File: config.mk
export PLATFORM = sky130hd
export DESIGN_NAME = poly_tone_channel
export DESIGN_NICKNAME = d
export VERILOG_FILES = /design/src/rtl/poly_tone_channel.sv
export SDC_FILE = /design/constraint.sdc
export NUM_CORES = 1
export LEC_CHECK = 0
export CAP_MARGIN = 20
export CORE_MARGIN = 5
export CORE_UTILIZATION = 64
export DETAILED_ROUTE_END_ITERATION = 8
export PLACE_DENSITY = 0.93
export REMOVE_ABC_BUFFERS = 1
export SLEW_MARGIN = 10
export SYNTH_ARGS = -nofsm -noshare
export SYNTH_HDL_FRONTEND = slang
export SYNTH_SLANG_ARGS = --single-unit
File: constraint.sdc
create_clock -name clk -period 5 [get_ports clk]
set_clock_uncertainty 0.15 [all_clocks]
set_input_delay 1 -clock clk [delete_from_list [all_inputs] [get_ports clk]]
set_output_delay 1 -clock clk [all_outputs]
set_load 0.005 [all_outputs]
File: src/rtl/poly_tone_channel.sv
module poly_tone_channel #(
  parameter int FREQ_W = 5,
  parameter int VOL_W  = 4
) (
  input  logic              clk,
  input  logic              rst_n,
  input  logic              tick,
  input  logic              wr_en,
  input  logic [1:0]        wr_sel,
  input  logic [FREQ_W-1:0] wr_data,
  output logic [VOL_W-1:0]  sample
);
  localparam int MODE_W = 4;
  localparam int PH_W   = 7;

  logic [FREQ_W-1:0] freq_q, div_q;
  logic [MODE_W-1:0] mode_q, mode_act;
  logic [VOL_W-1:0]  vol_q;
  logic [3:0]        p4;
  logic [4:0]        p5;
  logic [8:0]        p9;
  logic [PH_W-1:0]   phase, ph_mod, ph_half;
  logic              t2, wave, ph_en, p4_en, ph_wrap;

  wire wr_mode = wr_en && (wr_sel == 2'd1);
  wire [MODE_W-1:0] mode_nxt = wr_mode ? wr_data[MODE_W-1:0] : mode_q;
  wire st = tick && (div_q >= freq_q);

  always_comb begin
    case (mode_act)
      4'd2:                      ph_mod = 7'd15;
      4'd6, 4'd10:               ph_mod = 7'd31;
      4'd12, 4'd13, 4'd15:       ph_mod = 7'd6;
      4'd14:                     ph_mod = 7'd93;
      default:                   ph_mod = 7'd2;
    endcase
  end

  assign ph_half = (ph_mod + 7'd1) >> 1;
  assign ph_wrap = phase >= (ph_mod - 7'd1);
  assign ph_en   = (mode_act == 4'd15) ? p5[0] : 1'b1;

  always_comb begin
    case (mode_act)
      4'd2:    p4_en = ph_wrap;
      4'd3:    p4_en = p5[0];
      default: p4_en = 1'b1;
    endcase
  end

  always_comb begin
    case (mode_act)
      4'd1, 4'd2, 4'd3:                   wave = p4[0];
      4'd7:                               wave = t2;
      4'd8:                               wave = p9[0];
      4'd9:                               wave = p5[0];
      4'd4, 4'd5, 4'd6, 4'd10,
      4'd12, 4'd13, 4'd14, 4'd15:         wave = phase < ph_half;
      default:                            wave = 1'b1;
    endcase
  end

  assign sample = wave ? vol_q : '0;

  always_ff @(posedge clk) begin
    if (!rst_n) begin
      freq_q   <= '0;
      div_q    <= '0;
      mode_q   <= '0;
      mode_act <= '0;
      vol_q    <= '0;
      p4       <= '1;
      p5       <= '1;
      p9       <= '1;
      phase    <= '0;
      t2       <= 1'b1;
    end else begin
      if (wr_en && wr_sel == 2'd0) freq_q <= wr_data;
      if (wr_mode)                 mode_q <= wr_data[MODE_W-1:0];
      if (wr_en && wr_sel == 2'd2) vol_q  <= wr_data[VOL_W-1:0];
      if (tick) div_q <= st ? '0 : div_q + 1'b1;
      if (st) begin
        mode_act <= mode_nxt;
        p5 <= {p5[3:0], p5[4] ^ p5[2]};
        p9 <= {p9[7:0], p9[8] ^ p9[4]};
        if (p4_en) p4 <= {p4[2:0], p4[3] ^ p4[2]};
        if (ph_en) phase <= ph_wrap ? '0 : phase + 7'd1;
        if (mode_act == 4'd7 && p5[0]) t2 <= ~t2;
      end
    end
  end

  a_r2_frozen: assert property (@(posedge clk) disable iff (!rst_n)
    !tick |=> $stable(div_q) && $stable(wave) && $stable(p5));
  a_r7_hold: assert property (@(posedge clk) disable iff (!rst_n)
    !st |=> $stable(wave) && $stable(mode_act));
  a_r8_live: assert property (@(posedge clk) disable iff (!rst_n)
    (p4 != 4'd0) && (p5 != 5'd0) && (p9 != 9'd0));
  a_r5_phase_range: assert property (@(posedge clk) disable iff (!rst_n)
    phase < 7'd93);
  a_r3_forced: assert property (@(posedge clk) disable iff (!rst_n)
    st && (mode_nxt == 4'd0 || mode_nxt == 4'd11) |=> wave);
endmodule

# Yosys cells after proc, flatten, opt, wreduce, memory -nomap -nowiden
# Cells that the tools add are included.
# Widths: inputs -> output; s select.
# word_totals
ff_bits	48
latch_bits	0
ramBits	0
rom_bits	0
in_bits	11
out_inout_bits	4
mem_count	0
# classes
n_addsub	4
multipliers	0
div	0
order_cmp	3
n_eq_ne	16
shifts	0
n_mux	8
bitwise_logic	4
reduce_logical	13
# ops
cell	count
$eq 4x4->1 const B	7
$pmux 7 s4	1
$eq 4x3->1 const B	4
$add 7x1->7 const B	2
$eq 4x2->1 const B	2
$mux 4	2
$reduce_or 8->1	1
$ge 7x7->1	1
$lt 7x6->1	1
$mux 7	1
$sub 7x1->7 const B	1
$reduce_and 2->1	3
$reduce_or 3->1	2
$add 5x1->5 const B	1
$ge 5x5->1	1
$logic_and 1x1->1	5
$mux 5	1
$pmux 1 s5	1
$eq 4x1->1 const B	1
$xor 1x1->1	3
$eq 2x1->1 const B	1
$eq 2x2->1 const B	1
$logic_not 2->1	1
$pmux 1 s2	1
3 further kinds	3

# Logic depth before layout (Yosys ltp)
# depth
depth_word	7
depth_mapped	11
depth_no_buf	11

# Least setup slack after synthesis
# No wires, ideal clock.
# synth_timing
path_kind	reg2out
start	register mode_act[2]
end	output port sample[0]
arrival_ps	2152
required_time_ps	3850
setup_slack_ps	1698
stages_incl_launch_ff	10
path_cell_list	dfxtp_1 clkbuf_1 nand3_1 ha_1 xnor2_1 ha_1 a21o_1 a211oi_1 o21ai_0 a21boi_0
# synth_between
elab_chain_cells	7
# synth_rtl
element	line_no	source
from (decl)	17	logic [MODE_W-1:0] mode_q, mode_act;
from (signal assigned)	83	mode_act <= mode_nxt;
$eq 4x4->1 / $eq 4x3->1 (equally long branches)	30, 52	
$reduce_or 3->1 / $reduce_or 2->1 (equally long branches)	30	case (mode_act)
$pmux 7 s4	30	
$add 7x1->7	39	assign ph_half = (ph_mod + 7'd1) >> 1;
$lt 7x6->1	58	4'd12, 4'd13, 4'd14, 4'd15: wave = phase < ph_half;
$pmux 1 s5 (*)	52	case (mode_act)
$mux 4 (*)	63	assign sample = wave ? vol_q : '0;
to (decl)	11	output logic [VOL_W-1:0] sample
# Mark *: on every way between the ends. The rest lies on a longest branch, timed or not.

# Final worst setup path
# layout_timing
start	register mode_act[1]
end	output port sample[0]
# The elaborated chain is that of the path after synthesis.

==> out/metrics.cfg <==
[status]
outcome = finished clean

[finish]
antenna_cells = 0
layout_commonest_cell = dfxtp_1
multi_input_area_mm2 = 0.00155
mostFrequentLayoutCells = dfxtp_1 (48), nand2_1 (30), mux2i_1 (27)
area_growth_pct = 10.3
nFillCells = 273
nets = 329
layout-drive-gt1-share_pct = 6.04
ff_latch_area_um2 = 961

[synth]
synth_area_per_cell_um2 = 9.19
synth-seq-cells = 48
synthAdderAreaFrac_pct = 10.1
synthArstFlopShare_pct = 0
synthFlopType = dfxtp_1
yosys.area.top_type_share_pct = 36.8
synthCells = 284
syn_area_mm2 = 0.00261
muxShareOfSynthArea_pct = 10.4
synth_top_family_by_area = simple AND/OR/NAND/NOR gates
yosys.area_share.xor_xnor_pct = 3.69
yosysSeqAreaShare_pct = 36.8
yosys.area_share.simple_pct = 21.1
yosys.cell_types.count = 45
synth_area_leader_cell = dfxtp_1
yosysWarningCount = 0
synth_compound_area_share_pct = 14.1
synth.area.top_cells = dfxtp_1 (37%), mux2i_1 (10%), ha_1 (10%), nor2b_1 (5.3%), nand2_1 (4.3%)
synth_edf_count = 0

[cts]
hold_buffers = 0
cts_made_buffers = 5
cts_max_path_buffers = 2
htreeDepth = 2
cts.clk_slew.worst_paths_ns = 0.09
post-cts-setup-buffers = 0
cts-root-buf = clkbuf_8
cts_resized = 0
cts.sinks = 48
cts_tree = yes
clk_latency_ns = 0.30

[global_route]
grt_usage_pct = 20.7
grt_pass1_wl_mm = 8.76
grt_max_degree = 51
antenna_found_initial = 0
overflow = 0
use_met3_pct = 4.51
grt_use_met1_pct = 26.2
grt_pass1_vias = 1945
grt_busiest_layer = met2
use_met2_pct = 34.0

[worst_setup_path]
startpoint = mode_act[1]
worst_r2r_path_depth = 11
cp_data_arrival_time_ns = 3.14
timing.rr.start = mode_act[0]
worstSetupPathType = reg -> out
crit_slowest_cell = clkdlybuf4s50_1
crit_path_frequent_cell = ha_1
cp-start-kind = flip-flop
cp_num_cells = 11
worstPathRequired_ns = 3.85
cp_max_fo = 10
crit_family = compound AO/OA/AOI/OAI gates
crit_path_end_kind = primary output
path_buf_inv = 2
crit_chain = nand2b_1 -> inv_2 -> nand3_1 -> ha_1 -> xnor2_1 -> ha_1 -> a21o_1 -> a211oi_1 -> o21ai_0 -> a21boi_0 -> clkdlybuf4s50_1
worstReg2RegEnd = phase[2]
reg2reg_slack_ns = 1.87
cpPeakStageDelay_ns = 0.52
endpoint = sample[0]

[drt]
wl_per_cell_um = 15.3
first_pass_iters = 4
vias_per_cell = 6.00
drtIter0Drc = 214
totalWireLength_mm = 5.31
via_count = 2087
drc_errors = 0
final_antenna_net_count = 0

[timing]
worst_slew_pin_slew_ns = 0.579
rsz0062_at_grt = no
fmax_mhz = 233
fin_crit_ns = 4.29
finalCritPeriodShare_pct = 85.9
maxSlewHeadroom_pct = 61.3
fin_setup_tns_ns = 0
timing.hold.ws_ns = 0.327
drv_slew = 0
setup_violations = 0
finalHoldViolCount = 0

[place]
dpl.hpwl_mm = 3.74
globalplace.congestion = 0.834
io_buffers = 14

[power]
powerDensity_mw_per_mm2 = 284
ir_drop_mv = 0.180
p_leak_uw = 0.00121
power.total_uw = 818

[floorplanning]
ios = 15
fp.dieH_um = 73.9
initial_core_util_pct = 65.7
die_w_um = 73.9
die_area_mm2 = 0.00546
num_rows = 23
core-area_mm2 = 0.00397

[job]
max_cap_violations = 0

[hold_path]
min_path_type = reg -> reg

## cell type report
class,instances,area share (%)
multi-input combinational,215,54.0
sequential,48,33.4
timing repair buffer,17,5.78
clock buffer,6,2.87
tap,50,2.17
inverter,10,1.30
clock inverter,2,0.478
## per-stage QoR
stage,utilization (%),instance area (µm²),worst slack [ns],std cells
detailed placement,69.8,2770,1.05,339
floorplan,-,2550,1.76,273
global placement,69.8,2770,1.20,339
finish,72.5,2880,0.706,348
CTS,72.2,2870,0.698,347
global route,72.5,2880,0.445,348
## per-layer routing
layer	wire length (µm)	part of all wire (%)
met3	315	5.9
met1	2380	45
met5	0	0
met4	106	2.0
met2	2510	47
## worst register-to-register path, cell delays in order (launching register included)
cell and delay (ns):
dfxtp_1 0.45, nand2b_1 0.21, inv_2 0.10, nand3_1 0.12
inv_1 0.07, ha_1 0.19, xnor2_1 0.20, ha_1 0.28
a311oi_1 0.27, a21o_1 0.33, nand4_1 0.38, o211ai_1 0.31
## how the worst min path moves through the flow
stage	startpoint	to	slack (ns)	cells after the start
global route	p9[3]	p9[3]	0.36	2
CTS	p9[3]	p9[4]	0.33	2
detailed placement	p9[3]	p9[4]	0.31	2
finish	p5[3]	p5[4]	0.33	2
global placement	p5[3]	p5[4]	0.30	2
floorplan	p5[1]	p5[2]	0.29	2
## synth_stat cells, drive strengths merged (3+ instances only)
| cell | n |
|---|---|
| dfxtp | 48 |
| nand2 | 31 |
| mux2i | 27 |
| nor2b | 23 |
| ha | 21 |
| nor2 | 16 |
| a21oi | 10 |
| inv | 10 |
| nand3 | 9 |
| clkbuf | 7 |
| nand4 | 7 |
| nand3b | 6 |
| o211ai | 6 |
| o21ai | 6 |
| xor2 | 6 |
| a21o | 5 |
| xnor2 | 5 |
| a21boi | 4 |
| buf | 4 |
| nand2b | 4 |
| o22a | 4 |
| a211oi | 3 |
| and3 | 3 |
## logic make-up after synthesis
logic type	Yosys count
DFF	48
buffers and inverters	21
and+or+nand+nor	105
xor gates and xnor gates	11
other	1
muxes	27
adders and majority gates	21
AOI/OAI and AO/OA	50
## power by group
part / leakage (µW) / total (µW) / switching [µW] / internal (µW)
clock: 0.0000516 / 242 / 129 / 113
sequential: 0.000391 / 421 / 21.3 / 400
combinational: 0.000768 / 155 / 83.4 / 71.6
## sequential cells by signal, indices dropped and copies added (netlist names)
register  flops
mode_act      4
freq_q        5
mode_q        4
div_q         5
phase         7
p5            5
p4            4
p9            9
vol_q         4
t2            1
Note: power is estimated with default switching activity, not from simulation.
